<file path="src/rtl/stby_pkg.sv">
package stby_pkg;

   typedef enum logic [1:0] {
      ST_RUN   = 2'd0,
      ST_FLUSH = 2'd1,
      ST_STBY  = 2'd2,
      ST_WAKE  = 2'd3
   } stby_state_e;

   // Code memory source encodings captured with the idle request
   localparam logic [1:0] SRC_RAM      = 2'b00;
   localparam logic [1:0] SRC_CODE_ON  = 2'b01;
   localparam logic [1:0] SRC_CODE_OFF = 2'b10;

   // Source needs the long wake latency when bit 1 is set (asleep or unused code)
   function automatic logic src_is_slow(input logic [1:0] src);
      return src[1];
   endfunction

   function automatic int max3(input int a, input int b, input int c);
      int m;
      m = (a > b) ? a : b;
      return (m > c) ? m : c;
   endfunction

endpackage

</file>
<file path="src/rtl/stby_wake_qual.sv">
module stby_wake_qual #(
   parameter int QUAL_W       = 6,
   parameter bit QUAL_PRESENT = 1'b1
) (
   input  logic              clk,
   input  logic              rst_n,
   input  logic              wake_in,
   input  logic              qual_en,
   input  logic [QUAL_W-1:0] qual_len,
   output logic              wake_ok
);

   localparam int RUN_W = QUAL_W + 1;

   if (QUAL_W < 1) begin : g_bad_w
      $error("stby_wake_qual: QUAL_W must be at least 1");
   end

   if (QUAL_PRESENT) begin : g_qual
      logic [QUAL_W-1:0] run_cnt;
      logic [RUN_W-1:0]  eff_len;
      logic [RUN_W-1:0]  seen;

      // Count earlier consecutive high samples, saturating at the field maximum
      always_ff @(posedge clk) begin
         if (!rst_n) begin
            run_cnt <= '0;
         end else if (!wake_in) begin
            run_cnt <= '0;
         end else if (run_cnt != {QUAL_W{1'b1}}) begin
            run_cnt <= run_cnt + 1'b1;
         end
      end

      always_comb begin
         eff_len = (qual_len == '0) ? RUN_W'(1) : {1'b0, qual_len};
         seen    = {1'b0, run_cnt} + RUN_W'(1);
         if (qual_en) begin
            wake_ok = wake_in && (seen >= eff_len);
         end else begin
            wake_ok = wake_in;
         end
      end

      // a qualified wake with length above one needs a high sample before it
      assert_qual_run_R6: assert property (@(posedge clk) disable iff (!rst_n)
         (qual_en && qual_len > QUAL_W'(1) && wake_ok) |-> $past(wake_in));
   end else begin : g_bypass
      logic unused_qual;
      assign unused_qual = ^{qual_en, qual_len, clk, rst_n};
      assign wake_ok     = wake_in;
   end

   // acceptance never happens without the wake input high
   assert_wake_level_R6: assert property (@(posedge clk) disable iff (!rst_n)
      wake_ok |-> wake_in);

endmodule

</file>
<file path="src/rtl/stby_timer.sv">
module stby_timer #(
   parameter int CNT_W = 11
) (
   input  logic             clk,
   input  logic             rst_n,
   input  logic             load,
   input  logic [CNT_W-1:0] load_val,
   output logic             expired
);

   logic [CNT_W-1:0] cnt;

   if (CNT_W < 2) begin : g_bad_w
      $error("stby_timer: CNT_W must be at least 2");
   end

   always_ff @(posedge clk) begin
      if (!rst_n) begin
         cnt <= '0;
      end else if (load) begin
         cnt <= load_val;
      end else if (cnt != '0) begin
         cnt <= cnt - 1'b1;
      end
   end

   assign expired = (cnt == '0);

   // once run out and not reloaded, the timer stays run out
   assert_timer_hold_R2: assert property (@(posedge clk) disable iff (!rst_n)
      (expired && !load) |=> expired);

   // a reload to a nonzero value is seen as not run out on the next cycle
   assert_timer_load_R5: assert property (@(posedge clk) disable iff (!rst_n)
      (load && load_val != '0) |=> !expired);

endmodule

</file>
<file path="src/rtl/stby_seq.sv">
module stby_seq
   import stby_pkg::*;
#(
   parameter int FLUSH_CYCLES = 32,
   parameter int LAT_FAST     = 100,
   parameter int LAT_SLOW     = 1125,
   parameter int CNT_W        = 11
) (
   input  logic             clk,
   input  logic             rst_n,
   input  logic             idle_req,
   input  logic [1:0]       mem_src,
   input  logic             wake_ok,
   input  logic             tmr_expired,
   output logic             tmr_load,
   output logic [CNT_W-1:0] tmr_val,
   output logic             sys_clk_en,
   output logic             periph_clk_en,
   output logic             standby_o,
   output logic             resume_o
);

   localparam logic [CNT_W-1:0] FLUSH_LD = CNT_W'(FLUSH_CYCLES - 1);
   localparam logic [CNT_W-1:0] FAST_LD  = CNT_W'(LAT_FAST - 1);
   localparam logic [CNT_W-1:0] SLOW_LD  = CNT_W'(LAT_SLOW - 1);

   stby_state_e state;
   logic [1:0]  mem_q;
   logic        pend;
   logic        resume_q;
   logic        accept_idle;
   logic        start_wake;

   assign accept_idle = (state == ST_RUN) && idle_req;
   assign start_wake  = (state == ST_STBY) && (wake_ok || pend);

   always_ff @(posedge clk) begin
      if (!rst_n) begin
         state    <= ST_RUN;
         mem_q    <= SRC_RAM;
         pend     <= 1'b0;
         resume_q <= 1'b0;
      end else begin
         resume_q <= 1'b0;
         unique case (state)
            ST_RUN: begin
               if (idle_req) begin
                  state <= ST_FLUSH;
                  mem_q <= mem_src;
                  pend  <= 1'b0;
               end
            end
            ST_FLUSH: begin
               if (wake_ok) begin
                  pend <= 1'b1;
               end
               if (tmr_expired) begin
                  state <= ST_STBY;
               end
            end
            ST_STBY: begin
               if (wake_ok || pend) begin
                  state <= ST_WAKE;
                  pend  <= 1'b0;
               end
            end
            ST_WAKE: begin
               if (tmr_expired) begin
                  state    <= ST_RUN;
                  resume_q <= 1'b1;
               end
            end
            default: state <= ST_RUN;
         endcase
      end
   end

   always_comb begin
      tmr_load = accept_idle || start_wake;
      if (accept_idle) begin
         tmr_val = FLUSH_LD;
      end else if (src_is_slow(mem_q)) begin
         tmr_val = SLOW_LD;
      end else begin
         tmr_val = FAST_LD;
      end
   end

   assign sys_clk_en    = (state == ST_RUN) || (state == ST_FLUSH);
   assign periph_clk_en = (state == ST_RUN) || (state == ST_FLUSH);
   assign standby_o     = (state == ST_STBY) || (state == ST_WAKE);
   assign resume_o      = resume_q;

   // standby is entered only from the drain window
   assert_stby_from_flush_R2: assert property (@(posedge clk) disable iff (!rst_n)
      (state == ST_STBY && $past(state) != ST_STBY) |-> $past(state) == ST_FLUSH);

   // without an idle request the running state holds whatever the wake does
   assert_run_holds_R8: assert property (@(posedge clk) disable iff (!rst_n)
      (state == ST_RUN && !idle_req) |=> state == ST_RUN);

   // idle requests in standby do not leave it
   assert_idle_ignored_R9: assert property (@(posedge clk) disable iff (!rst_n)
      (state == ST_STBY && idle_req && !wake_ok && !pend) |=> state == ST_STBY);

   // the captured code source only changes in the running state
   assert_src_hold_R9: assert property (@(posedge clk) disable iff (!rst_n)
      (state != ST_RUN) |=> $stable(mem_q));

   // the resume strobe is a single cycle
   assert_resume_pulse_R10: assert property (@(posedge clk) disable iff (!rst_n)
      resume_o |=> !resume_o);

   // clocks are back and standby is clear while resuming
   assert_resume_clk_R10: assert property (@(posedge clk) disable iff (!rst_n)
      resume_o |-> (sys_clk_en && periph_clk_en && !standby_o));

   // a latched wake forces the exit right after standby is reached
   assert_pend_exit_R7: assert property (@(posedge clk) disable iff (!rst_n)
      (state == ST_STBY && pend) |=> state == ST_WAKE);

endmodule

</file>
<file path="src/rtl/stby_clkgate_ctrl.sv">
module stby_clkgate_ctrl
   import stby_pkg::*;
#(
   parameter int FLUSH_CYCLES = 32,
   parameter int LAT_FAST     = 100,
   parameter int LAT_SLOW     = 1125,
   parameter int QUAL_W       = 6,
   parameter bit QUAL_PRESENT = 1'b1
) (
   input  logic              clk,
   input  logic              rst_n,
   input  logic              idle_req,
   input  logic [1:0]        mem_src,
   input  logic              wake_in,
   input  logic              qual_en,
   input  logic [QUAL_W-1:0] qual_len,
   output logic              sys_clk_en,
   output logic              periph_clk_en,
   output logic              pllwd_clk_en,
   output logic              standby_o,
   output logic              resume_o
);

   localparam int MAX_LD = max3(FLUSH_CYCLES, LAT_FAST, LAT_SLOW);
   localparam int CNT_W  = $clog2(MAX_LD + 1);

   if (FLUSH_CYCLES < 32 || FLUSH_CYCLES > 45) begin : g_bad_flush
      $error("stby_clkgate_ctrl: FLUSH_CYCLES must lie in 32..45");
   end
   if (LAT_FAST < 1) begin : g_bad_fast
      $error("stby_clkgate_ctrl: LAT_FAST must be at least 1");
   end
   if (LAT_SLOW < LAT_FAST) begin : g_bad_slow
      $error("stby_clkgate_ctrl: LAT_SLOW must not be below LAT_FAST");
   end

   logic             wake_ok;
   logic             tmr_load;
   logic             tmr_expired;
   logic [CNT_W-1:0] tmr_val;

   stby_wake_qual #(
      .QUAL_W       (QUAL_W),
      .QUAL_PRESENT (QUAL_PRESENT)
   ) u_qual (
      .clk      (clk),
      .rst_n    (rst_n),
      .wake_in  (wake_in),
      .qual_en  (qual_en),
      .qual_len (qual_len),
      .wake_ok  (wake_ok)
   );

   stby_timer #(
      .CNT_W (CNT_W)
   ) u_timer (
      .clk      (clk),
      .rst_n    (rst_n),
      .load     (tmr_load),
      .load_val (tmr_val),
      .expired  (tmr_expired)
   );

   stby_seq #(
      .FLUSH_CYCLES (FLUSH_CYCLES),
      .LAT_FAST     (LAT_FAST),
      .LAT_SLOW     (LAT_SLOW),
      .CNT_W        (CNT_W)
   ) u_seq (
      .clk           (clk),
      .rst_n         (rst_n),
      .idle_req      (idle_req),
      .mem_src       (mem_src),
      .wake_ok       (wake_ok),
      .tmr_expired   (tmr_expired),
      .tmr_load      (tmr_load),
      .tmr_val       (tmr_val),
      .sys_clk_en    (sys_clk_en),
      .periph_clk_en (periph_clk_en),
      .standby_o     (standby_o),
      .resume_o      (resume_o)
   );

   // PLL and watchdog domains are never gated
   assign pllwd_clk_en = 1'b1;

   // gating the system clock never coincides with gating the PLL/watchdog domain
   assert_pllwd_kept_R3: assert property (@(posedge clk) disable iff (!rst_n)
      !sys_clk_en |-> pllwd_clk_en);

   // standby flag and system clock enable are never both high
   assert_gate_flag_R2: assert property (@(posedge clk) disable iff (!rst_n)
      !(standby_o && sys_clk_en));

endmodule

</file>
<file path="config.mk">
export PLATFORM = sky130hd
export DESIGN_NAME = stby_clkgate_ctrl
export DESIGN_NICKNAME = d
export VERILOG_FILES = /design/src/rtl/stby_pkg.sv /design/src/rtl/stby_wake_qual.sv /design/src/rtl/stby_timer.sv /design/src/rtl/stby_seq.sv /design/src/rtl/stby_clkgate_ctrl.sv
export SDC_FILE = /design/constraint.sdc
export NUM_CORES = 1
export LEC_CHECK = 0
export BUFFER_PORTS_ARGS = -buffer_cell sky130_fd_sc_hd__buf_2
export CAP_MARGIN = 20
export CORE_AREA = 2 2 52 54
export DETAILED_ROUTE_END_ITERATION = 10
export DIE_AREA = 0 0 54 56
export PLACE_DENSITY = 0.83
export SLEW_MARGIN = 0
export SYNTH_ARGS = -nofsm -noshare
export SYNTH_HDL_FRONTEND = slang
export SYNTH_HIERARCHICAL = 1
export SYNTH_SLANG_ARGS = --single-unit
export TNS_END_PERCENT = 1
</file>
<file path="constraint.sdc">
create_clock -name clk -period 5.2 [get_ports clk]
set_input_delay 0.52 -clock clk [delete_from_list [all_inputs] [get_ports clk]]
set_output_delay 0.52 -clock clk [all_outputs]
set_load 0.005 [all_outputs]
</file>
[Yosys cells after proc, flatten, opt, wreduce, memory -nomap -nowiden]
Cells that the tools add are included.
Word-level totals
  register bits after elaboration: 23
Cells by class
  $add $sub $neg: 3
  magnitude comparators: 1
  equality and inequality tests: 9
  multiplexer cells: 16
  reductions and logical operators: 18
Operators by type and width (number)
  $mux 11: 4
  $logic_not 11->1: 1
  $reduce_bool 11->1: 1
  $sub 11x1->11 const B: 1
  $mux 2: 4
  $ne 2x2->1 const B: 4
  $pmux 2 s4: 1
  $reduce_and 4->1: 2
  $add 6x1->7 const B: 1
  $ge 7x7->1: 1
  $add 6x1->6 const B: 1
  $logic_not 6->1: 1
  $mux 6: 1
  $ne 6x6->1 const B: 1
  $reduce_and 2->1: 3
  $mux 1: 5
  $eq 2x2->1 const B: 2
  $logic_or 1x1->1: 4
  $logic_and 1x1->1: 3
  $pmux 1 s3: 1
  $reduce_bool 3->1: 1
  $eq 2x1->1 const B: 1
  $logic_not 2->1: 1
  $ne 2x1->1 const B: 1
  $reduce_bool 2->1: 1

[Logic depth before layout (Yosys ltp)]
Gate-level depths: netlist of run 1.
  word-level depth: 9
  mapped depth: 13
  depth with buffers taken out: 12

[Cells and area by module]
The synthesis of run 1 kept the hierarchy.
Modules (own cells, without submodules)
  stby_timer: instances 1, cells an instance 73, area an instance 633.1 um^2
  stby_wake_qual: instances 1, cells an instance 53, area an instance 446.7 um^2
  stby_seq: instances 1, cells an instance 47, area an instance 392.9 um^2
  stby_clkgate_ctrl: instances 1, cells an instance 2, area an instance 11.3 um^2

[Worst setup path before layout of run 1]
No wires, ideal clock.
  path kind: register to register
  from: register u_qual.g_qual.run_cnt[0]
  to: register u_timer.cnt[1]
  arrival time: 2612 ps
  slack: 2526 ps
  stages on the path, launching flop included: 11
  buffers on the path: 0
  period minus slack after synthesis: 2674 ps
  cells stage by stage: dfxtp_1 > ha_1 > nand3_2 > xnor2_1 > ha_1 > a2111oi_0 > a31oi_1 > o21ai_0 > nand2_1 > or4b_2 > nand3_1
On the way
  longest elaborated chain between the ends: 8
Ends and longest elaborated chain
  start: declaration: line stby_wake_qual.sv:20  | logic [QUAL_W-1:0] run_cnt;
  start signal: assignment: line stby_wake_qual.sv:31  | run_cnt <= run_cnt + 1'b1;
  $add 6x1->7 (*): line stby_wake_qual.sv:37  | seen = {1'b0, run_cnt} + RUN_W'(1);
  net u_qual.g_qual.seen[4]: line stby_wake_qual.sv:22  | logic [RUN_W-1:0] seen;
  $ge 7x7->1 (*): line stby_wake_qual.sv:39  | wake_ok = wake_in && (seen >= eff_len);
  $logic_and 1x1->1 (*): line stby_wake_qual.sv:39
  $mux 1 (*): line stby_wake_qual.sv:38  | if (qual_en) begin
  net wake_ok: line stby_clkgate_ctrl.sv:37  | logic wake_ok;
  $logic_or 1x1->1 (*): line stby_seq.sv:35  | assign start_wake = (state == ST_STBY) && (wake_ok || pend);
  $logic_and 1x1->1 (*): line stby_seq.sv:35
  $logic_or 1x1->1 (*): line stby_seq.sv:79  | tmr_load = accept_idle || start_wake;
  net tmr_load: line stby_clkgate_ctrl.sv:38  | logic tmr_load;
  $mux 11 / $reduce_bool 2->1 (equally long branches)
  end signal: assignment: line stby_timer.sv:21  | cnt <= load_val;
  end signal: assignment: line stby_timer.sv:23  | cnt <= cnt - 1'b1;
  end: declaration: line stby_timer.sv:11  | logic [CNT_W-1:0] cnt;
The timed path passes the listed nets; every way through them passes the cells marked *.
A chain may end at the register's enable or synchronous reset.

[Worst setup path after layout of run 1]
Ends and elaborated chain as after synthesis.

==> results of run 1 <==
==> logic make-up after synthesis <==
logic type	after synthesis	synth area share
AND/OR/NAND/NOR	60	0.2319
AO/OA/AOI/OAI	41	0.2015
buffers and inverters	28	0.09443
flip-flops	22	0.2968
adder cells (fa/ha/maj)	14	0.1180
XOR/XNOR	8	0.05228
other	2	0.005061
==> worst min path at each step <==
stage / end / cells after the start / slack (ns)
finish: u_seq/mem_q[1] / 3 / 0.49
global route: u_seq/mem_q[1] / 3 / 0.49
CTS: u_seq/mem_q[1] / 3 / 0.47
detailed placement: u_qual/g_qual.run_cnt[1] / 2 / 0.49
global placement: u_qual/g_qual.run_cnt[1] / 2 / 0.47
floorplan: u_qual/g_qual.run_cnt[1] / 2 / 0.46
==> layer usage <==
metal,track usage,part of all wire,routed length (µm)
met5,0,0,0
met2,0.3537,0.52,1468
met3,0.03226,0.038,109
met4,0.05714,0.0095,27
met1,0.2694,0.44,1239
==> critical path, cell delays in order (launching register included) <==
cell	delay (ns)
dfxtp_1	0.43
ha_1	0.23
nand3_2	0.12
xnor2_1	0.27
ha_1	0.30
a2111oi_0	0.43
a31oi_1	0.22
o21ai_0	0.21
nand2_1	0.26
or4b_2	0.72
nand3_1	0.09
==> power breakdown <==
group,internal [W],switching [W],leakage (nW),total (W)
combinational,0.000150,0.000198,0.504,0.000348
sequential,0.000215,0.0000538,0.181,0.000269
clock,0.0000270,0.0000470,0.0138,0.0000740
==> metrics by stage <==
step	area (µm²)	hold WS, ns
after floorplan	1491	0.4608
after detailed placement	1516	0.4933
final	1539	0.4882
after global placement	1516	0.4686
after CTS	1539	0.4711
after global routing	1539	0.4889
==> flip-flops by register name, summed over array words and instances, names as in the netlist <==
signal / cells
u_timer/cnt: 11
u_qual/g_qual.run_cnt: 6
u_seq/state: 2
u_seq/mem_q: 1
u_seq/pend: 1
u_seq/resume_o: 1
==> cells in the final DEF (no fill, tap or decap), types with 3 or more instances in the layout <==
cell type / Yosys / layout
clkbuf_4: 0 / 3
a21boi_0: 3 / 3
xor2_1: 3 / 3
a31oi_1: 3 / 3
xnor2_1: 4 / 4
ha_1: 14 / 14
dfxtp_1: 22 / 22
or4_1: 3 / 3
o21ai_0: 9 / 9
nand3_1: 6 / 6
conb_1: 2 / 4
buf_2: 1 / 15
nor2_1: 10 / 10
nand2_1: 17 / 17
a21oi_1: 6 / 6
inv_1: 14 / 14
o31ai_1: 3 / 3
==> layout make-up <==
| class | count | area share |
|---|---|---|
| Sequential cell | 22 | 0.2862 |
| Multi-Input combinational cell | 127 | 0.5919 |
| Inverter | 14 | 0.03415 |
| Clock buffer | 3 | 0.01463 |
| Tap cell | 30 | 0.02439 |
| Timing Repair Buffer | 15 | 0.04878 |
==> flow_metrics.py, run 1 <==
metrics = {
    "status": {
        "status": "completed",
    },
    "clock_tree": {
        "post_cts_resized": 0,
        "cts_setup_buffers": 0,
        "clk-insertion-delay-late_ns": 0.30,
        "hold_buffers": 0,
        "cts_buffers": 3,
        "cts_buffer_depth": 2,
        "cts_tree": "done",
        "root_buffer": "clkbuf_4",
        "clkSinkCount": 22,
        "cts_max_level": 1,
        "clk_pin_slew_ns": 0.11,
    },
    "floorplan": {
        "fp.dieW_um": 54,
        "io_pins": 18,
        "die_h_um": 56,
        "initial_core_util": 0.6101,
        "row_count": 18,
        "dieArea_um2": 3024,
        "fp.coreArea_um2": 2432,
    },
    "logic_synthesis": {
        "ys_top_cells_by_count": "dfxtp_1 (22), nand2_1 (17), ha_1 (14), inv_1 (14), nor2_1 (10)",
        "yosysMostFrequentCell": "dfxtp_1",
        "yosys-top-cells-area": "dfxtp_1 (30%), ha_1 (12%), buf_4 (4.6%)",
        "yosys.area.top_type": "dfxtp_1",
        "syn-cell-area_um2": 1484,
        "synth_edf_count": 0,
        "syn_avg_cell_area_um2": 8.480,
        "synth.top_cell.area_share": 0.2968,
        "yosys_warnings": 6,
        "yosysSeqAreaShare": 0.2968,
        "ys_types": 51,
        "synthCells": 175,
        "synth_top_flop_cell": "dfxtp_1",
        "ys_ff_latch": 22,
        "async_flop_share": 0,
    },
    "setup_path": {
        "crit_fanout": 12,
        "arrival_ns": 3.59,
        "worstRegToRegCells": 10,
        "worst-setup-path-type": "register to register",
        "reg2reg_slack_ns": 1.86,
        "r2r-start": "u_qual/g_qual.run_cnt[0]",
        "r2r_end": "u_timer/cnt[1]",
        "critPathLaunch": "u_qual/g_qual.run_cnt[0]",
        "end_kind": "register",
        "cp.required_ns": 5.45,
        "startpoint_type": "register",
        "endpoint": "u_timer/cnt[1]",
    },
    "cells_and_area": {
        "register_area_um2": 440.4,
        "antennaDiodeCount": 0,
        "multi_input_area_um2": 910.9,
        "layout.nets": 210,
        "area_delta_synth_final_pct": 3.710,
        "fill_cells": 212,
        "layout-drive-gt1-share": 0.1823,
        "fin_cells": 211,
        "final_core_util": 0.6327,
    },
    "placement": {
        "dp_hpwl_mm": 2.190,
        "place_congestion": 0.7013,
        "io_buffer_count": 15,
        "pre_cts_slack_ns": 2.014,
        "place_inst": 208,
    },
    "global_routing": {
        "grt_pass1_vias": 1181,
        "grt_usage": 0.2097,
        "grt_overflow_total": 0,
        "grt_max_degree": 24,
        "grt_pass1_wl_mm": 4.933,
        "antenna_found_initial": 0,
    },
    "route": {
        "dr.first_iter.drc_count": 30,
        "drcViolationCount": 0,
        "viasPerCell": 5.820,
        "wl_mm": 2.844,
        "drtPass1Iterations": 4,
        "vias": 1228,
        "antenna_left": 0,
        "wl_per_cell_um": 13.48,
    },
    "timing": {
        "hold_violations": 0,
        "fin_tns_setup_ns": 0,
        "worst_pin_slew_ns": 0.5769,
        "setup_violations": 0,
        "layout_setup_ws_ns": 1.861,
        "fin_skew_ns": 0.006341,
        "grt_setup_unrepaired": "false",
        "min_period_over_period": 0.6421,
        "fmax_mhz": 299.5,
        "slew_violations": 0,
        "slew_headroom": 0.6119,
        "fin_crit_ns": 3.339,
    },
    "pwr": {
        "cellPowerDensity_nw_per_um2": 448.8,
        "p_leak_nw": 0.6981,
        "peakVddDrop_uv": 326.9,
        "finalPower_w": 0.0006907,
    },
    "run": {
        "max_cap_viol_count": 0,
    },
    "worst_hold_path": {
        "hold_path_startpoint": "mem_src[1]",
        "hold_path_class": "input port to register",
    },
}
(Power assumes the default switching activity.)
==> run 2, diff against run 1 <==
--- a/config.mk
+++ b/config.mk
@@ -5,12 +5,13 @@
 export SDC_FILE = /design/constraint.sdc
 export NUM_CORES = 1
 export LEC_CHECK = 0
+export ABC_AREA = 1
 export BUFFER_PORTS_ARGS = -buffer_cell sky130_fd_sc_hd__buf_2
 export CAP_MARGIN = 20
-export CORE_AREA = 2 2 52 54
+export CORE_AREA = 2 2 61 63
 export DETAILED_ROUTE_END_ITERATION = 10
-export DIE_AREA = 0 0 54 56
-export PLACE_DENSITY = 0.83
+export DIE_AREA = 0 0 63 65
+export PLACE_DENSITY = 0.73
 export SLEW_MARGIN = 0
 export SYNTH_ARGS = -nofsm -noshare
 export SYNTH_HDL_FRONTEND = slang
==> constraint.sdc (replaced) <==
create_clock -name clk -period 2.8 [get_ports clk]
set_input_delay 0.28 -clock clk [delete_from_list [all_inputs] [get_ports clk]]
set_output_delay 0.28 -clock clk [all_outputs]
set_load 0.005 [all_outputs]
==> run 2 against run 1 <==
Against the previous run: clock power grew 93%; sequential power is 81% higher; global-route usage decreased by 4.8 points; synthesized cell count up 50%; sequential share of layout area shrank 4.6 points; critical endpoint is now u_timer/cnt[8].
==> flow_metrics.py, run 2 <==
metrics = {
    "logic_synthesis": {
        "synth.top_cell.area_share": 0.2538,
        "yosys_warnings": 6,
        "yosys.area.top_type": "dfxtp_1",
        "synthCells": 262,
        "yosysSeqAreaShare": 0.2538,
        "synth_compound_area_frac": 0.09373,
        "yosys.area_share.xor_xnor": 0.02019,
        "async_flop_share": 0,
        "ys_types": 33,
        "yosysMostFrequentCell": "nand2_1",
        "syn_avg_cell_area_um2": 6.624,
        "yosys.area_share.simple": 0.3677,
        "muxShareOfSynthArea": 0.005768,
        "synth_top_flop_cell": "dfxtp_1",
        "ys_ff_latch": 22,
        "ys_top_cells_by_count": "nand2_1 (62), inv_1 (45), nor2_1 (29)",
        "synth-adder-area-share": 0.1009,
        "synth_edf_count": 0,
        "syn-cell-area_um2": 1735,
        "synth_top_family_by_area": "simple AND/OR/NAND/NOR gates",
        "yosys-top-cells-area": "dfxtp_1 (25%), nand2_1 (13%), ha_1 (10%)",
    },
    "timing": {
        "fin_crit_ns": 2.513,
        "min_period_over_period": 0.8974,
        "hold_violations": 0,
        "fin_skew_ns": 0.01206,
        "slew_violations": 0,
        "setup_violations": 0,
        "hold_slack_ns": 0.2300,
        "fmax_mhz": 398.0,
    },
    "cells_and_area": {
        "layout-drive-gt1-share": 0.1985,
        "regMostFlops": "u_timer/cnt",
        "fin_cells": 320,
        "register_area_um2": 440.4,
        "layout.nets": 301,
        "largest_register_ffs": 11,
        "mostFrequentLayoutCells": "nand2_1 (62), inv_1 (44), nor2_1 (29)",
        "final_common_cell": "nand2_1",
        "reg_top3": "u_timer/cnt (11), u_qual/g_qual.run_cnt (6), u_seq/state (2)",
        "antennaDiodeCount": 0,
        "area_delta_synth_final_pct": 5.840,
        "fill_cells": 370,
        "multi_input_area_um2": 1039,
    },
    "global_routing": {
        "antenna_found_initial": 0,
        "grt_max_degree": 13,
        "grt_usage": 0.1622,
        "grt_overflow_total": 0,
        "grt_pass1_wl_mm": 5.409,
        "grt_pass1_vias": 1302,
    },
    "placement": {
        "place_congestion": 0.8734,
        "place_inst": 317,
        "io_buffer_count": 15,
        "dp_hpwl_mm": 2.440,
    },
    "setup_path": {
        "arrival_ns": 2.72,
        "cp.required_ns": 3.00,
        "crit_path_cell_trace": "ha_2, nand3_2, xnor2_1, ha_1, nand2_1, nand2_1, nand3_1, nand2_1, inv_1, a21oi_2, nor2_2, o21ai_1, inv_2, or2_2, nand3_1, nor2_1",
        "worst-setup-path-type": "register to register",
        "end_kind": "register",
        "crit_path_frequent_cell": "nand2_1",
        "startpoint_type": "register",
        "slowest_stage": "dfxtp_1",
        "critPathMaxStageDelay_ns": 0.38,
        "crit_fanout": 12,
    },
    "pwr": {
        "p_sw_w": 0.0008548,
        "switching_share": 0.4947,
        "combPwrFrac": 0.635,
        "p_int_w": 0.0008731,
        "p_leak_nw": 0.9617,
        "power_frac_clock": 0.083,
        "peakVddDrop_uv": 511.3,
        "finalPower_w": 0.001728,
        "seqPwrFrac": 0.282,
        "cellPowerDensity_nw_per_um2": 940.7,
    },
    "floorplan": {
        "row_count": 22,
        "die_h_um": 65,
        "fp.dieW_um": 63,
        "fp.coreArea_um2": 3496,
        "initial_core_util": 0.4964,
        "dieArea_um2": 4095,
        "io_pins": 18,
    },
    "route": {
        "wl_mm": 2.965,
        "wl_per_cell_um": 9.266,
        "drtPass1Iterations": 4,
        "dr.first_iter.drc_count": 53,
        "vias": 1450,
        "antenna_left": 0,
        "drcViolationCount": 0,
        "viasPerCell": 4.531,
    },
    "clock_tree": {
        "cts_tree": "done",
        "cts_setup_buffers": 0,
        "clkSinkCount": 22,
        "cts_max_level": 1,
        "root_buffer": "clkbuf_4",
        "cts_buffer_depth": 2,
        "clk-insertion-delay-late_ns": 0.31,
        "cts_buffers": 3,
        "clk_pin_slew_ns": 0.12,
    },
    "worst_hold_path": {
        "hold_path_class": "input port to register",
    },
    "status": {
        "status": "completed",
    },
    "run": {
        "max_cap_viol_count": 0,
    },
}
-- run 2: changes by cell type after synthesis, sizes merged, moves of 5 or more --
| cell | change |
|---|---|
| nand2 | +52 |
| inv | +33 |
| nor2 | +25 |
| nor3 | +5 |
| nand3 | +7 |
| o21ai | +5 |
-- run 2: power by group through the flow --
stage               sequential, W  combinational, W  clock (W)
global placement         0.000494           0.00108          0
floorplan                0.000476          0.000956          0
detailed placement       0.000496           0.00110          0
CTS                      0.000488           0.00110   0.000152
global route             0.000496           0.00128   0.000169
finish                   0.000487           0.00110   0.000143
-- run 2: critical path: cells and delay by family, from the launching register on --
| kind | cells | cell delay (ns) |
|---|---|---|
| fa+ha+maj | 2 | 0.53 |
| buf+inv | 2 | 0.20 |
| xor+xnor | 1 | 0.17 |
| compound gates | 2 | 0.32 |
| flops | 1 | 0.38 |
| simple gates | 9 | 0.83 |
-- run 2: cell type report --
| cell class | instances | share of cell area |
|---|---|---|
| clock buffers | 3 | 0.01226 |
| well taps | 48 | 0.03270 |
| inverters | 48 | 0.1008 |
| flip-flops and latches | 22 | 0.2398 |
| repair buffers | 17 | 0.04905 |
| multi-input cells | 182 | 0.5654 |
-- run 2: stage by stage --
stage	worst slack (ns)	utilization	area (µm²)	TNS (ns)
after detailed placement	0.09665	0.5183	1812	0
after CTS	0.08312	0.5247	1834	0
after global placement	0.1163	0.5183	1812	0
final	0.2872	0.5254	1837	0
after floorplan	0.2905	-	1743	0
after global routing	-0.004974	0.5254	1837	-0.004974
-- run 2: cell families after synthesis --
kind of cell / Yosys count
AOI/OAI and AO/OA: 25
xor gates and xnor gates: 4
adders and majority gates: 14
buffers and inverters: 60
DFF: 22
muxes: 1
other: 2
and+or+nand+nor: 134
-- run 2: final timing paths --
kind | from | endpoint | slack [ns] | cells after the start
worst max register to register | u_qual/g_qual.run_cnt[1] | u_timer/cnt[8] | 0.29 | 16
worst min-delay path | mem_src[1] | u_seq/mem_q[1] | 0.23 | 3
worst max-delay path | u_qual/g_qual.run_cnt[1] | u_timer/cnt[8] | 0.29 | 16
worst min register to register | u_timer/cnt[1] | u_timer/cnt[1] | 0.50 | 2
-- run 2: metal layers --
metal	routed length, µm	vias to the layer above	track usage
li1	-	814	-
met1	1508	617	0.2160
met2	1367	15	0.2766
met3	53	4	0.01042
met4	35	0	0.05833
met5	0	-	0
-- run 2: what timing repair did --
item / 4_1_cts / 5_1_grt
resized for setup: 0 / 3
endpoints found under the setup margin: 0 / 10
hold buffers: 0 / 0
